`config.mk`:
```
export PLATFORM = sky130hd
export DESIGN_NAME = async_rx
export DESIGN_NICKNAME = d
export VERILOG_FILES = /design/src/rtl/async_rx_pkg.sv /design/src/rtl/async_rx_sync.sv /design/src/rtl/async_rx_frame.sv /design/src/rtl/async_rx_hold.sv /design/src/rtl/async_rx.sv
export SDC_FILE = /design/constraint.sdc
export NUM_CORES = 1
export LEC_CHECK = 0
export BUFFER_PORTS_ARGS = -buffer_cell sky130_fd_sc_hd__buf_4
export CAP_MARGIN = 5
export CORE_MARGIN = 3
export CORE_UTILIZATION = 45
export CTS_BUF_LIST = sky130_fd_sc_hd__clkbuf_4
export DETAILED_ROUTE_END_ITERATION = 10
export PLACE_DENSITY = 0.62
export SLEW_MARGIN = 20
export SYNTH_ARGS = -nofsm -noshare
export SYNTH_HDL_FRONTEND = slang
export SYNTH_SLANG_ARGS = --single-unit
```
`constraint.sdc`:
```
create_clock -name clk -period 6.15 [get_ports clk]
set_clock_uncertainty 0.15 [all_clocks]
set_input_delay 1.23 -clock clk [delete_from_list [all_inputs] [get_ports clk]]
set_output_delay 1.23 -clock clk [all_outputs]
set_load 0.01 [all_outputs]
```
`src/rtl/async_rx_pkg.sv`:
```
package async_rx_pkg;
  localparam logic [1:0] DIV_X1   = 2'b00;
  localparam logic [1:0] DIV_X16  = 2'b01;
  localparam logic [1:0] DIV_X64  = 2'b10;
  localparam logic [1:0] DIV_MRST = 2'b11;

  typedef enum logic [2:0] {
    ST_IDLE,
    ST_START,
    ST_DATA,
    ST_PAR,
    ST_STOP,
    ST_STOP2
  } rx_state_t;
endpackage

```
`src/rtl/async_rx_sync.sv`:
```
module async_rx_sync #(
  parameter int STAGES = 2
) (
  input  logic clk,
  input  logic rst_n,
  input  logic din,
  output logic dout
);
  logic [STAGES-1:0] chain;

  genvar gi;
  generate
    for (gi = 0; gi < STAGES; gi++) begin : g_stage
      if (gi == 0) begin : g_first
        always_ff @(posedge clk) begin
          if (!rst_n) chain[gi] <= 1'b1;
          else        chain[gi] <= din;
        end
      end else begin : g_next
        always_ff @(posedge clk) begin
          if (!rst_n) chain[gi] <= 1'b1;
          else        chain[gi] <= chain[gi-1];
        end
      end
    end
  endgenerate

  assign dout = chain[STAGES-1];
endmodule

```
`src/rtl/async_rx_frame.sv`:
```
module async_rx_frame
  import async_rx_pkg::*;
#(
  parameter int DATA_W  = 8,
  parameter int DIV_MID = 16,
  parameter int DIV_HI  = 64
) (
  input  logic              clk,
  input  logic              rst_n,
  input  logic              s,
  input  logic [1:0]        div_sel,
  input  logic              len8,
  input  logic              parity_en,
  input  logic              parity_odd,
  input  logic              two_stop,
  output logic              done,
  output logic [DATA_W-1:0] dout,
  output logic              fe,
  output logic              pe
);
  localparam int CNT_W = $clog2(DIV_HI) + 1;
  localparam int IDX_W = $clog2(DATA_W) + 1;

  rx_state_t         state;
  logic [CNT_W-1:0]  cnt;
  logic [CNT_W-1:0]  period;
  logic [CNT_W-1:0]  half;
  logic [IDX_W-1:0]  bit_idx;
  logic [IDX_W-1:0]  last_idx;
  logic [DATA_W-1:0] sh;
  logic [DATA_W-1:0] word;
  logic              s_prev;
  logic              par_bit;
  logic              tick;
  logic              mrst;

  always_comb begin
    case (div_sel)
      DIV_X16: period = CNT_W'(DIV_MID);
      DIV_X64: period = CNT_W'(DIV_HI);
      default: period = CNT_W'(1);
    endcase
  end

  assign half     = period >> 1;
  assign tick     = (cnt == period - CNT_W'(1));
  assign mrst     = (div_sel == DIV_MRST);
  assign last_idx = len8 ? IDX_W'(DATA_W - 1) : IDX_W'(DATA_W - 2);
  assign word     = len8 ? sh : (sh >> 1);

  always_ff @(posedge clk) begin
    if (!rst_n || mrst) begin
      state   <= ST_IDLE;
      cnt     <= '0;
      bit_idx <= '0;
      sh      <= '0;
      s_prev  <= 1'b1;
      par_bit <= 1'b0;
      done    <= 1'b0;
      dout    <= '0;
      fe      <= 1'b0;
      pe      <= 1'b0;
    end else begin
      s_prev <= s;
      done   <= 1'b0;
      unique case (state)
        ST_IDLE: begin
          cnt     <= '0;
          bit_idx <= '0;
          if (s_prev && !s) begin
            if (div_sel == DIV_X1) state <= ST_DATA;
            else                   state <= ST_START;
          end
        end
        ST_START: begin
          if (cnt == half - CNT_W'(1)) begin
            cnt   <= '0;
            state <= s ? ST_IDLE : ST_DATA;
          end else begin
            cnt <= cnt + CNT_W'(1);
          end
        end
        ST_DATA: begin
          if (tick) begin
            cnt     <= '0;
            sh      <= {s, sh[DATA_W-1:1]};
            bit_idx <= bit_idx + IDX_W'(1);
            if (bit_idx == last_idx) state <= parity_en ? ST_PAR : ST_STOP;
          end else begin
            cnt <= cnt + CNT_W'(1);
          end
        end
        ST_PAR: begin
          if (tick) begin
            cnt     <= '0;
            par_bit <= s;
            state   <= ST_STOP;
          end else begin
            cnt <= cnt + CNT_W'(1);
          end
        end
        ST_STOP: begin
          if (tick) begin
            cnt   <= '0;
            done  <= 1'b1;
            dout  <= word;
            fe    <= !s;
            pe    <= parity_en & ((^word) ^ par_bit ^ parity_odd);
            state <= two_stop ? ST_STOP2 : ST_IDLE;
          end else begin
            cnt <= cnt + CNT_W'(1);
          end
        end
        ST_STOP2: begin
          if (tick) begin
            cnt   <= '0;
            state <= ST_IDLE;
          end else begin
            cnt <= cnt + CNT_W'(1);
          end
        end
        default: state <= ST_IDLE;
      endcase
    end
  end

  AST_CNT_BOUND: assert property (@(posedge clk) disable iff (!rst_n || mrst)
    (state != ST_IDLE) |-> (cnt < period)) else $error("counter past bit period");

  AST_GLITCH_DROP: assert property (@(posedge clk) disable iff (!rst_n || mrst)
    (state == ST_START && cnt == half - CNT_W'(1) && s) |=> (state == ST_IDLE)) else $error("glitch accepted");
endmodule

```
`src/rtl/async_rx_hold.sv`:
```
module async_rx_hold #(
  parameter int DATA_W = 8
) (
  input  logic              clk,
  input  logic              rst_n,
  input  logic              mrst,
  input  logic              done,
  input  logic [DATA_W-1:0] din,
  input  logic              fe,
  input  logic              pe,
  input  logic              out_ready,
  output logic              out_valid,
  output logic [DATA_W-1:0] out_data,
  output logic              err_frame,
  output logic              err_parity,
  output logic              err_overrun
);
  logic rd;
  assign rd = out_valid & out_ready;

  always_ff @(posedge clk) begin
    if (!rst_n || mrst) begin
      out_valid   <= 1'b0;
      out_data    <= '0;
      err_frame   <= 1'b0;
      err_parity  <= 1'b0;
      err_overrun <= 1'b0;
    end else begin
      if (rd) begin
        out_valid   <= 1'b0;
        err_frame   <= 1'b0;
        err_parity  <= 1'b0;
        err_overrun <= 1'b0;
      end
      if (done) begin
        if (out_valid && !rd) begin
          err_overrun <= 1'b1;
        end else begin
          out_valid  <= 1'b1;
          out_data   <= din;
          err_frame  <= fe;
          err_parity <= pe;
        end
      end
    end
  end

  AST_HOLD_STABLE: assert property (@(posedge clk) disable iff (!rst_n)
    (out_valid && !out_ready && !mrst) |=> (out_valid && $stable(out_data) && $stable(err_frame) && $stable(err_parity))) else $error("held data moved");

  AST_READ_CLEARS: assert property (@(posedge clk) disable iff (!rst_n)
    (out_valid && out_ready && !done && !mrst) |=> !out_valid) else $error("read did not empty");

  AST_OVERRUN_SET: assert property (@(posedge clk) disable iff (!rst_n)
    (done && out_valid && !out_ready && !mrst) |=> err_overrun) else $error("overrun missed");

  AST_MRST_CLEAR: assert property (@(posedge clk) disable iff (!rst_n)
    mrst |=> (!out_valid && !err_overrun && !err_frame && !err_parity)) else $error("master reset left state");
endmodule

```
`src/rtl/async_rx.sv`:
```
module async_rx
  import async_rx_pkg::*;
#(
  parameter int DATA_W      = 8,
  parameter int DIV_MID     = 16,
  parameter int DIV_HI      = 64,
  parameter int SYNC_STAGES = 2
) (
  input  logic              clk,
  input  logic              rst_n,
  input  logic              rx_line,
  input  logic [1:0]        div_sel,
  input  logic              len8,
  input  logic              parity_en,
  input  logic              parity_odd,
  input  logic              two_stop,
  input  logic              out_ready,
  output logic              out_valid,
  output logic [DATA_W-1:0] out_data,
  output logic              err_frame,
  output logic              err_parity,
  output logic              err_overrun
);
  logic              line_s;
  logic              f_done;
  logic [DATA_W-1:0] f_data;
  logic              f_fe;
  logic              f_pe;
  logic              mrst;

  assign mrst = (div_sel == DIV_MRST);

  async_rx_sync #(.STAGES(SYNC_STAGES)) u_sync (
    .clk  (clk),
    .rst_n(rst_n),
    .din  (rx_line),
    .dout (line_s)
  );

  async_rx_frame #(.DATA_W(DATA_W), .DIV_MID(DIV_MID), .DIV_HI(DIV_HI)) u_frame (
    .clk       (clk),
    .rst_n     (rst_n),
    .s         (line_s),
    .div_sel   (div_sel),
    .len8      (len8),
    .parity_en (parity_en),
    .parity_odd(parity_odd),
    .two_stop  (two_stop),
    .done      (f_done),
    .dout      (f_data),
    .fe        (f_fe),
    .pe        (f_pe)
  );

  async_rx_hold #(.DATA_W(DATA_W)) u_hold (
    .clk        (clk),
    .rst_n      (rst_n),
    .mrst       (mrst),
    .done       (f_done),
    .din        (f_data),
    .fe         (f_fe),
    .pe         (f_pe),
    .out_ready  (out_ready),
    .out_valid  (out_valid),
    .out_data   (out_data),
    .err_frame  (err_frame),
    .err_parity (err_parity),
    .err_overrun(err_overrun)
  );

  AST_SHORT_TOP_ZERO: assert property (@(posedge clk) disable iff (!rst_n)
    (f_done && !len8) |-> !f_data[DATA_W-1]) else $error("7-bit top bit set");
endmodule

```
* After elaboration in Yosys (flattened, before gate mapping)
Cells that the tools add are included.
Widths: inputs -> output; s select.
** Word-level totals
- Flip-flop bits (word level) :: 49
- Input bits :: 10
- Logic and storage cells :: 97
** Cells by class
- Add/subtract/negate cells :: 4
- Equality and inequality tests :: 18
- Mux-type cells :: 33
- Bitwise operators :: 6
- Reductions and logical operators :: 19
** Operators by type and width (count)
- $mux 3 :: 9
- $pmux 7 s3 :: 1
- $pmux 3 s6 :: 1
- $eq 7x7->1 :: 2
- $mux 1 :: 14
- $mux 7 :: 2
- $ne 2x1->1 const B :: 7
- $pmux 7 s2 :: 1
- $reduce_and 2->1 :: 5
- $mux 8 :: 1
- $pmux 4 s2 :: 1
- $reduce_xor 8->1 :: 1
- $add 7x1->7 const B :: 1
- $reduce_and 7->1 :: 1
- $sub 6x1->7 const B :: 1
- $sub 7x1->7 const B :: 1
- $eq 3x2->1 const B :: 2
- $eq 3x3->1 const B :: 2
- $add 4x1->4 const B :: 1
- $eq 2x2->1 const B :: 2
- $eq 4x4->1 :: 1
- $mux 2 :: 2
- $mux 4 :: 1
- $reduce_or 4->1 :: 1
- other kinds (13) :: 19

* Depth between registers and ports, before layout
- Word-level depth :: 6
- Gate-level depth with buffers :: 8
- Depth with buffers taken out :: 7

* Modules after synthesis
A second synthesis with hierarchy kept.
** Second synthesis, totals
- Cells, all modules :: 281
- Area total of the unflattened synthesis :: 2511.2 µm²
** By module, submodules not included
- async_rx_frame :: instances 1, cells an instance 221, area each 1986.9 µm², seq. area each 700.7 µm²
- async_rx_hold :: instances 1, cells an instance 55, area each 465.4 µm², seq. area each 240.2 µm²
- async_rx_sync :: instances 1, cells an instance 4, area each 52.6 µm², seq. area each 40.0 µm²
- async_rx :: instances 1, cells an instance 1, area each 6.3 µm², seq. area each 0.0 µm²

* Least setup slack after synthesis
OpenSTA, ideal clock, no wires.
- Kind :: input to register
- Start point :: input port div_sel[0]
- End point :: register u_frame.state[1]
- Setup time :: 0.079 ns
- Arrival time :: 2.952 ns
- Data required time :: 5.921 ns
- Path slack :: 2.968 ns
- Stages :: 7
- Buffers on the path :: 0
- Path through :: inv_1 ha_1 or3b_1 a21oi_1 a21boi_1 or4b_1 a211oi_2
** Between the ends
- Longest elaborated chain between the ends :: 6
** RTL lines
- start, declared :: line async_rx.sv:12 : input logic [1:0] div_sel,
- $eq 2x2->1 or $eq 2x1->1 (tied branches) :: line async_rx_frame.sv:38 : case (div_sel)
- $pmux 7 s2 :: line async_rx_frame.sv:38
- $sub 7x1->7 or $sub 6x1->7 (tied branches) :: line async_rx_frame.sv:46, async_rx_frame.sv:76
- $eq 7x7->1, on equally long branches :: line async_rx_frame.sv:46, async_rx_frame.sv:76
- $ne 2x1->1 (no line)
- $reduce_and 7->1 (no line)
- end signal, assigned :: line async_rx_frame.sv:78 : state <= s ? ST_IDLE : ST_DATA;
- end signal, assigned :: line async_rx_frame.sv:88 : if (bit_idx == last_idx) state <= parity_en ? ST_PAR : ST_STOP;
- end signal, assigned :: line async_rx_frame.sv:109 : state <= two_stop ? ST_STOP2 : ST_IDLE;
- end, declared :: line async_rx_frame.sv:24 : rx_state_t state;
Parallel ways exist; a longest one is shown, timed or not. The select of a mux whose other input is x is not followed.
A chain may end at the register's enable or synchronous reset.

* Worst setup path after layout
- Start point :: input port div_sel[0]
- End point :: register u_frame.bit_idx[2]
** Between the ends
- Longest elaborated chain between the ends :: 6
** RTL lines
- $eq 2x2->1 or $eq 2x1->1 (tied branches) :: line async_rx_frame.sv:38
- $pmux 7 s2 :: line async_rx_frame.sv:38
- $sub 7x1->7 :: line async_rx_frame.sv:46 : assign tick = (cnt == period - CNT_W'(1));
- $eq 7x7->1 :: line async_rx_frame.sv:46
- $ne 2x1->1 (no line)
- $reduce_and 2->1 (no line)
- end signal, assigned :: line async_rx_frame.sv:87 : bit_idx <= bit_idx + IDX_W'(1);
- end, declared :: line async_rx_frame.sv:28 : logic [IDX_W-1:0] bit_idx;
Parallel ways exist; a longest one is shown, timed or not.

==> summary.txt <==
Status
  • Status: finished clean

GRT
  • GRT Total Usage: between 15 and 20%
  • Vias in the first global route: ~1,700
  • Initial antenna violation count: 0
  • First-pass GRT wire length: 8030 µm
  • Largest net degree at the start of global routing: 42
  • Grt total ovfl: 0

Pwr
  • Pleak: about 1 nW
  • Gate power share: 6.9%
  • P_int: around 0.38 mW
  • Power per Cell Area: 195 nW/µm²
  • Sw Share: 25.6%
  • Share of power burned in registers: 62.7%
  • Maximum vdd drop: 0.0951 mV
  • Clock network power share: between 30% and 40%
  • Switching Power: between 0.1 and 0.15 mW

Setup path
  • Critical Path AT: 3.65 ns
  • Worst-path fanout max: 14
  • CP Class: input pin to register
  • Worst R2R Path Depth: 5
  • WP data required: 6.30 ns
  • Worst Setup Start Kind: input pin
  • Crit path capture type: register

Timing
  • Fin crit share: around 57%
  • Fin. max-slew vios: 0
  • Rel. slew slack: 47.0%
  • TNS Setup: 0 ns
  • RSZ-0062 raised after global routing: false
  • Worst Tran Pin Value: 0.790 ns
  • Post-route setup slack: 2.66 ns
  • Fin crit period: 3.49 ns
  • # setup viols final: 0
  • Hold Violations, Final: 0
  • Fmax: 286 MHz

Drt
  • Initial DRC count: 91
  • Routed vias: between 1,500 and 2,000
  • Drt drc: 0
  • Drt wl/cell: 12.9 µm
  • Post-route ant nets: 0
  • Vias/cell: 5.23
  • DRT Pass-1 Iters: 4
  • Final WL: 4570 µm

Synth
  • Synthesized area: 2380 µm²
  • Count leader, synth: dfxtp_1
  • Synthesized area per cell: a little under 9 µm²
  • Sequential share of the synthesized area: 41.2%
  • Leading area contributor after synthesis: dfxtp_1
  • Synth top area cells: dfxtp_1 41%, mux2i_1 6.7%, a21oi_1 5.3%
  • Cells after Synth: roughly 270
  • Async S/R FF share, synth: 0%
  • Ys flop type: dfxtp_1
  • Post-synth top area share: between 40% and 50%
  • List of most frequent post-synthesis cells: 49 x dfxtp_1, 27 x nor2_1, 26 x nand2_1
  • Netlist cell types: 46
  • Number of flops mapped to enable cells by yosys: 0
  • Synth warn: 0
  • Yosys reg bits: 49
  • Syn nets: 290

Floorplanning
  • Chip Width: 78.7 µm
  • Initial Util: about half
  • Die H: 78.7 µm
  • Die Area: around 6200 µm²
  • # rows: 25
  • I/O pin cnt: 22
  • Area of the core: between 4000 and 5000 µm²

Placement
  • IO buf count: 21
  • Hpwl dp: 3140 µm
  • DP Worst Slack: 2.25 ns
  • Final GP Congestion: 0.801

Final layout
  • Share of cells above drive strength 1: 13.2%
  • Ant diodes: 0
  • Nets: 303
  • P&R area growth vs syn: 10.3%
  • # fillers: between 400 and 500

Run
  • Number of max-cap violations: 0

Clocking
  • Clock Pin Slew Worst Setup and Hold Paths: approximately 0.14 ns
  • Post-CTS Resized: 0
  • Post-CTS Hold Buffers: 0
  • Skew-Pair Late Insertion Delay: 0.38 ns
  • Clk sinks: between 40 and 50
  • Clock Tree Buf Depth: 2
  • Post-CTS Setup Inserts: 0
  • Total CTS buffers: 5
  • CTS HTree Levels: 2
  • Root Driver: clkbuf_4
  • TritonCTS clock tree: yes

Worst hold path
  • Type of the worst min-delay path: register to register
  • Hold path depth: 1
==> metrics by stage <==
| stage | total power [mW] | util [%] | area [µm²] | hold WS, ns | cells |
|---|---|---|---|---|---|
| 2_1_floorplan | 0.353 | - | 2380 | 0.236 | 273 |
| 3_3_place_gp | 0.364 | 52.2 | 2560 | 0.242 | 346 |
| 3_5_place_dp | 0.364 | 52.2 | 2560 | 0.243 | 346 |
| 4_1_cts | 0.521 | 53.5 | 2630 | 0.276 | 354 |
| 5_1_grt | 0.536 | 53.5 | 2630 | 0.291 | 354 |
| 6_report | 0.513 | 53.5 | 2630 | 0.272 | 354 |
==> power by group through the flow <==
stage          Sequential [mW]  Clock (mW)  Combinational, mW
2_1_floorplan            0.327           0             0.0261
3_3_place_gp             0.328           0             0.0355
3_5_place_dp             0.328           0             0.0359
4_1_cts                  0.321       0.164             0.0360
5_1_grt                  0.322       0.175             0.0392
6_report                 0.321       0.156             0.0356
==> worst max-delay path: stages <==
cell and delay (ns):
buf_4 0.09, inv_1 0.06, ha_1 0.20, or3_1 0.32
mux2i_2 0.31, nand4b_1 0.69, or3_1 0.57, a21oi_1 0.16
==> flip-flops by register name, indices dropped and copies added (netlist names) <==
name,count
u_frame.dout,8
u_frame.sh,8
u_hold.out_data,8
u_frame.cnt,7
u_frame.bit_idx,4
u_frame.state,3
u_frame.done,1
u_frame.fe,1
u_frame.par_bit,1
u_frame.pe,1
u_frame.s_prev,1
u_hold.err_frame,1
u_hold.err_overrun,1
u_hold.err_parity,1
u_hold.out_valid,1
u_sync.chain,1
u_sync.dout,1
==> final timing paths <==
kind | slack [ns] | from | endpoint
min | 0.27 | u_sync.chain[0] | u_sync.dout
max | 2.66 | div_sel[0] | u_frame.bit_idx[2]
max reg2reg | 3.39 | u_frame.cnt[5] | u_frame.bit_idx[2]
min reg2reg | 0.27 | u_sync.chain[0] | u_sync.dout
==> final cells by class <==
type	count	area [µm²]	share of cell area, %
clock inverters	3	25.0	0.953
repair buffers	22	165	6.29
multi-input cells	203	1320	50.1
clock buffers	5	37.5	1.43
well taps	67	83.8	3.19
inverters	5	18.8	0.715
flip-flops and latches	49	981	37.4
==> per-layer routing <==
layer,up-vias,global-route usage (%),wire (µm)
li1,986,-,-
met5,-,0,0
met3,5,4.20,168
met1,840,23.4,2500
met4,0,5.77,65
met2,22,23.2,1830
==> cells in the final DEF, fill, tap and decap left out, types with 2 or more instances in the layout <==
| cell | n |
|---|---|
| o21ai_0 | 10 |
| nor3b_1 | 2 |
| or3_1 | 4 |
| mux2i_1 | 16 |
| clkbuf_4 | 5 |
| ha_1 | 7 |
| nand3_1 | 17 |
| nand4_1 | 2 |
| inv_1 | 5 |
| xor2_1 | 3 |
| nand2b_1 | 10 |
| buf_4 | 22 |
| a211oi_1 | 8 |
| a21oi_1 | 25 |
| mux2_2 | 2 |
| and2_1 | 4 |
| xnor2_1 | 7 |
| nor3_1 | 3 |
| nand4bb_1 | 2 |
| o22ai_1 | 4 |
| dfxtp_1 | 49 |
| nor2b_1 | 3 |
| nor2_1 | 27 |
| nand2_1 | 26 |
==> kinds of logic (layout without fill, tap and decap cells) <==
family | Yosys count | after routing | synth area share (%)
AO/OA/AOI/OAI | 57 | 57 | 15.4
XOR/XNOR | 11 | 11 | 4.62
adder cells (fa/ha/maj) | 7 | 7 | 3.68
buffers and inverters | 21 | 35 | 3.57
flip-flops | 49 | 49 | 41.2
multiplexers | 19 | 19 | 8.25
AND/OR/NAND/NOR | 109 | 109 | 23.3
Power figures use the tool's default switching activity.
